<file path="src/rtl/rfs_pkg.sv">
package rfs_pkg;

  typedef enum logic {
    RS_RUN  = 1'b0,
    RS_SELF = 1'b1
  } rs_state_e;

  function automatic int ceil_div(input int num, input int den);
    return (num + den - 1) / den;
  endfunction

  function automatic int max3(input int a, input int b, input int c);
    int m;
    m = (a > b) ? a : b;
    return (m > c) ? m : c;
  endfunction

endpackage

</file>
<file path="src/rtl/rfs_tick.sv">
module rfs_tick #(
  parameter int PERIOD = 2080
) (
  input  logic clk,
  input  logic rst_n,
  output logic tick
);
  localparam int CW = $clog2(PERIOD);
  localparam logic [CW-1:0] LAST = CW'(PERIOD - 1);

  logic [CW-1:0] cnt_q, cnt_d;

  assign tick = (cnt_q == LAST);

  always_comb begin
    if (tick) cnt_d = '0;
    else      cnt_d = cnt_q + 1'b1;
  end

  always_ff @(posedge clk or negedge rst_n) begin
    if (!rst_n) cnt_q <= '0;
    else        cnt_q <= cnt_d;
  end
endmodule

</file>
<file path="src/rtl/rfs_backlog.sv">
module rfs_backlog #(
  parameter int MAX = 8,
  parameter int W   = 4
) (
  input  logic         clk,
  input  logic         rst_n,
  input  logic         inc,
  input  logic         dec,
  input  logic         clr,
  output logic [W-1:0] owed
);
  localparam logic [W-1:0] TOP = W'(MAX);

  logic [W-1:0] owed_q, owed_d;
  logic         owed_en;

  always_comb begin
    owed_d  = owed_q;
    owed_en = 1'b0;
    if (clr) begin
      owed_d  = '0;
      owed_en = 1'b1;
    end else if (inc && !dec) begin
      if (owed_q != TOP) begin
        owed_d  = owed_q + 1'b1;
        owed_en = 1'b1;
      end
    end else if (dec && !inc) begin
      if (owed_q != '0) begin
        owed_d  = owed_q - 1'b1;
        owed_en = 1'b1;
      end
    end
  end

  always_ff @(posedge clk or negedge rst_n) begin
    if (!rst_n)       owed_q <= '0;
    else if (owed_en) owed_q <= owed_d;
  end

  assign owed = owed_q;
endmodule

</file>
<file path="src/rtl/rfs_guard.sv">
module rfs_guard #(
  parameter int W = 8
) (
  input  logic         clk,
  input  logic         rst_n,
  input  logic         load,
  input  logic [W-1:0] load_val,
  output logic         busy
);
  logic [W-1:0] cnt_q, cnt_d;
  logic         cnt_en;

  assign busy = (cnt_q != '0);

  always_comb begin
    cnt_d  = cnt_q;
    cnt_en = 1'b0;
    if (load) begin
      cnt_d  = load_val;
      cnt_en = 1'b1;
    end else if (busy) begin
      cnt_d  = cnt_q - 1'b1;
      cnt_en = 1'b1;
    end
  end

  always_ff @(posedge clk or negedge rst_n) begin
    if (!rst_n)      cnt_q <= '0;
    else if (cnt_en) cnt_q <= cnt_d;
  end
endmodule

</file>
<file path="src/rtl/rfs_sched.sv">
module rfs_sched
  import rfs_pkg::*;
#(
  parameter int CLK_PS   = 7500,
  parameter int REFI_PS  = 15600000,
  parameter int RFC_PS   = 75000,
  parameter int XSNR_PS  = 75000,
  parameter int XSRD_CYC = 200,
  parameter int OWE_MAX  = 8,
  parameter int URG_LVL  = 4,
  localparam int OW = $clog2(OWE_MAX + 1)
) (
  input  logic          clk,
  input  logic          rst_n,
  input  logic          banks_closed,
  input  logic          sr_req,
  input  logic          ref_gnt,
  output logic          ref_req,
  output logic          ref_self,
  output logic          ref_urgent,
  output logic          pre_all_req,
  output logic          act_block,
  output logic          cmd_block,
  output logic          rd_block,
  output logic          cke,
  output logic [OW-1:0] owed
);
  localparam int REFI_CYC = REFI_PS / CLK_PS;
  localparam int RFC_CYC  = ceil_div(RFC_PS, CLK_PS);
  localparam int XSNR_CYC = ceil_div(XSNR_PS, CLK_PS);
  localparam int GW       = $clog2(max3(RFC_CYC, XSNR_CYC, XSRD_CYC) + 1);
  localparam int NGUARD   = 2;
  localparam logic [GW-1:0] RFC_LD  = GW'(RFC_CYC - 1);
  localparam logic [GW-1:0] XSNR_LD = GW'(XSNR_CYC - 1);
  localparam logic [GW-1:0] XSRD_LD = GW'(XSRD_CYC - 1);
  localparam logic [OW-1:0] URG_V   = OW'(URG_LVL);

  rs_state_e state_q, state_d;
  logic      tick, pending, ref_issue, norm_issue, self_enter, exit_evt;
  logic      owe_inc;
  logic [NGUARD-1:0] g_busy;
  logic              g_load [NGUARD];
  logic [GW-1:0]     g_val  [NGUARD];

  rfs_tick #(.PERIOD(REFI_CYC)) u_tick (
    .clk  (clk),
    .rst_n(rst_n),
    .tick (tick)
  );

  rfs_backlog #(.MAX(OWE_MAX), .W(OW)) u_owe (
    .clk  (clk),
    .rst_n(rst_n),
    .inc  (owe_inc),
    .dec  (norm_issue),
    .clr  (self_enter),
    .owed (owed)
  );

  // guard 0: command hold-off, guard 1: read hold-off after self-refresh exit
  for (genvar g = 0; g < NGUARD; g++) begin : g_guard
    rfs_guard #(.W(GW)) u_guard (
      .clk     (clk),
      .rst_n   (rst_n),
      .load    (g_load[g]),
      .load_val(g_val[g]),
      .busy    (g_busy[g])
    );
  end

  assign cmd_block = g_busy[0];
  assign rd_block  = g_busy[0] | g_busy[1];

  assign pending    = (owed != '0);
  assign ref_req    = (state_q == RS_RUN) && banks_closed && !cmd_block
                      && (pending || sr_req);
  assign ref_self   = ref_req && sr_req;
  assign ref_issue  = ref_req && ref_gnt;
  assign self_enter = ref_issue && sr_req;
  assign norm_issue = ref_issue && !sr_req;
  assign exit_evt   = (state_q == RS_SELF) && !sr_req;
  assign owe_inc    = tick && (state_q == RS_RUN) && !self_enter;

  assign ref_urgent  = (owed >= URG_V);
  assign act_block   = ref_urgent;
  assign pre_all_req = ref_urgent && !banks_closed;
  assign cke         = (state_q != RS_SELF);

  always_comb begin
    g_load[0] = norm_issue || exit_evt;
    g_val[0]  = exit_evt ? XSNR_LD : RFC_LD;
    g_load[1] = exit_evt;
    g_val[1]  = XSRD_LD;
  end

  always_comb begin
    state_d = state_q;
    unique case (state_q)
      RS_RUN:  if (self_enter) state_d = RS_SELF;
      RS_SELF: if (exit_evt)   state_d = RS_RUN;
      default: state_d = RS_RUN;
    endcase
  end

  always_ff @(posedge clk or negedge rst_n) begin
    if (!rst_n) state_q <= RS_RUN;
    else        state_q <= state_d;
  end
endmodule

</file>
<file path="config.mk">
export PLATFORM = sky130hd
export DESIGN_NAME = rfs_sched
export DESIGN_NICKNAME = d
export VERILOG_FILES = /design/src/rtl/rfs_pkg.sv /design/src/rtl/rfs_tick.sv /design/src/rtl/rfs_backlog.sv /design/src/rtl/rfs_guard.sv /design/src/rtl/rfs_sched.sv
export SDC_FILE = /design/constraint.sdc
export NUM_CORES = 1
export LEC_CHECK = 0
export ABC_AREA = 1
export CAP_MARGIN = 40
export CORE_MARGIN = 5
export CORE_UTILIZATION = 40
export CTS_CLUSTER_DIAMETER = 120
export DETAILED_ROUTE_END_ITERATION = 8
export PLACE_DENSITY = 0.56
export SETUP_SLACK_MARGIN = 0.2
export SLEW_MARGIN = 5
export SYNTH_ARGS = -nofsm -noshare
export SYNTH_HDL_FRONTEND = slang
export SYNTH_HIERARCHICAL = 1
export SYNTH_SLANG_ARGS = --single-unit
</file>
<file path="constraint.sdc">
create_clock -name clk -period 4.1 [get_ports clk]
set_input_delay 0.82 -clock clk [delete_from_list [all_inputs] [get_ports clk]]
set_output_delay 0.82 -clock clk [all_outputs]
set_load 0.02 [all_outputs]
</file>
==> key figures <==
Status
  – Status: finished, final reports clean

Synthesis
  – Post-Synthesis Mean Instance Area: 7.33 um^2
  – Synth cell types: 27
  – Synth area leaders: dfrtp_1, nand2_1, inv_1, nor2_1, xor2_1
  – Most common cell in the netlist: nand2_1
  – Mapped Area: around 2300 um^2
  – FFs w/ async S/R, synth: 1.00
  – FF+latch count, synth: 33
  – Post-synth EDFFs: 0
  – Commonest cells post-synth: nand2_1, inv_1, nor2_1
  – Post-synthesis sequential area ratio: 0.362
  – Yosys warns: 6
  – Mapped Cells: 311
  – Ys flop type: dfrtp_1
  – Yosys top cell area share: 0.362
  – Largest area contributor in the netlist: dfrtp_1

Layout
  – Flip-flop and latch area: around 830 um^2
  – Final nets: 358
  – FILL cells: 552
  – Share of cells above drive strength 1: 0.164
  – Diode count: 0
  – Area Overhead vs Synth: 18.2%
  – Core Util, Final: 0.489
  – Area of the multi-input gates: roughly 1200 um^2

Critical path
  – CP required: 3.28 ns
  – Arrival time of the worst setup path: 2.34 ns
  – R2r startpoint: g_guard[0].u_guard/cnt_q[1]$_DFFE_PN0P_
  – Crit. End Element: output port
  – CP most frequent cell: inv_1
  – Crit-path slowest cell: clkdlybuf4s50_1
  – CP max FO: 4
  – Crit-path leading delay family: buffers and inverters
  – Reg-to-reg slack, setup: around 1.5 ns
  – CP Launch Type: flop
  – RR Endpoint: u_owe/owed[2]$_DFFE_PN0P_
  – Crit-path max cell delay: 0.60 ns
  – Crit-path cells: inv_1 > ha_1 > nand2_2 > nor2_8 > inv_1 > inv_1 > nand2_2 > nor2_2 > o21ai_1 > inv_1 > clkdlybuf4s50_1
  – Worst Reg-to-Reg Cells: 19
  – Critical path class: flop to output port
  – CP bufs+invs: 5

Route
  – WL met2: 1900 um
  – DRC Markers: 0
  – Post-Route WL: approximately 4200 um
  – Drt initial violations: 78
  – DR vias: 1795
  – Top layer in use: met4
  – DR vias/cell: between 4 and 5
  – Antenna-violating nets left: 0
  – DRT Pass-1 Iters: 4
  – M1 wire length: 2130 um
  – Met3 wire length: 118 um
  – WL per Instance: ~10 um

CTS
  – CTS clk-pin slew, worst paths: 0.08 ns
  – Clock root buffer master: clkbuf_8
  – Post-cts gate resize count: 0
  – CTS Hold Bufs: 0
  – Worst skew pair latency: 0.28 ns
  – CTS tree: yes
  – Clk sinks: 33
  – Setup Fix Bufs, Post-CTS: 0
  – Clock buffer count from CTS: 5
  – Buffer depth of the longest clock path: 2
  – H-Tree Depth: 2

STA
  – Max-slew headroom: 0.666
  – Hold Slack: 0.534 ns
  – RSZ-0062 raised after global routing: false
  – Worst Tran Pin Value: approximately 0.5 ns
  – Max Slew Vio Count: 0
  – Min Tclk post-route: 3.16 ns
  – Final TNS setup: 0 ns
  – Final hold vios: 0
  – Period utilization: 0.771
  – F_max: between 300 and 400 MHz
  – Final setup viols: 0
  – Clock Skew: 0.00514 ns

Job
  – Max Cap Viol: 0

Floorplan
  – Die Y-Extent: 85.5 um
  – Number of I/O pins: 17
  – Total die area: 7310 um^2
  – Core box area: 5510 um^2
  – Initial Utilization: 0.414
  – # rows: 27
  – Die Wd: 85.5 um

Worst hold path
  – Hold Startpoint: u_tick/cnt_q[0]$_DFF_PN0_
  – Hold Path Sink: u_tick/cnt_q[0]$_DFF_PN0_
  – Worst Hold Path Cells: 1
  – HP Class: flop to flop

Placed design
  – DP HPWL: about 3100 um
  – Final GP Congestion: 0.780
  – IO Port Bufs: 16

GRT
  – Largest net degree at the start of global routing: 34
  – Total GRT Usage: 0.131
  – First-pass GRT wire length: 7760 um
  – Grt ovf: 0
  – Number of global-route vias before repair: approximately 1700
  – Initial antenna violation count: 0

Power and ir drop
  – PD cells: 477 nW/um^2
  – Leak pwr: 0.00145 uW
  – Max rail drop VDD: 0.231 mV
-- cell usage in the layout, fill, tap and decap left out, types with 3 or more instances in the layout --
cell,instances
nor2_2,11
nand4_1,3
xor2_1,14
nand2_1,75
clkdlybuf4s50_1,16
nand3_1,15
conb_1,16
nor2_1,35
o21ai_2,8
nor2_4,4
dfrtp_1,33
a21oi_1,3
o21ai_0,8
nand2_2,10
ha_1,7
clkbuf_8,5
inv_1,56
o21ai_1,4
inv_2,6
-- per-stage QoR --
| stage | cell area [um^2] | total power [uW] | worst slack, ns | std cells |
|---|---|---|---|---|
| final | 2690 | 1290 | 0.938 | 419 |
| after global routing | 2690 | 1400 | 0.748 | 419 |
| after CTS | 2690 | 1310 | 0.892 | 419 |
| after detailed placement | 2560 | 921 | 0.922 | 411 |
| after global placement | 2560 | 917 | 0.962 | 411 |
| after floorplan | 2330 | 838 | 1.66 | 325 |
-- metal layers --
metal  vias to the layer above  GRT usage
li1                        988          -
met1                       785      0.176
met5                         -          0
met3                         4     0.0298
met2                        18      0.211
met4                         0     0.0345
-- area by class of cell --
cell class | count | area share
multi-input combinational | 227 | 0.462
sequential | 33 | 0.307
tap | 72 | 0.0334
inverter | 62 | 0.0864
timing repair buffer | 17 | 0.0622
clock buffer | 5 | 0.0255
clock inverter | 3 | 0.0242
-- worst max path at each step --
stage,end,from,cells after the start,slack (ns)
2_1_floorplan,ref_self,g_guard[0].u_guard/cnt_q[0]$_DFFE_PN0P_,8,1.66
4_1_cts,ref_req,g_guard[0].u_guard/cnt_q[0]$_DFFE_PN0P_,11,0.89
5_1_grt,ref_req,g_guard[0].u_guard/cnt_q[1]$_DFFE_PN0P_,11,0.75
3_3_place_gp,ref_self,sr_req,4,0.96
3_5_place_dp,ref_self,sr_req,4,0.92
6_report,ref_req,g_guard[0].u_guard/cnt_q[1]$_DFFE_PN0P_,11,0.94
-- report_power, final --
part | switching, uW | internal, uW
clock | 136 | 242
sequential | 78.8 | 410
combinational | 245 | 174
-- kinds of logic (layout without fill, tap and decap cells) --
kind of cell	Yosys count	after routing	synth area share
compound gates	25	25	0.0735
xor+xnor	15	15	0.0576
fa+ha+maj	7	7	0.0384
buf+inv	65	87	0.115
flops	33	33	0.362
other cells	2	16	0.00329
simple gates	164	164	0.350
-- flip-flops by register name (all words and copies together) (netlist names) --
| name | cells |
|---|---|
| u_tick/cnt_q | 12 |
| u_owe/owed | 4 |
| state_q | 1 |
| g_guard.u_guard/cnt_q | 16 |
(Power assumes the default switching activity.)
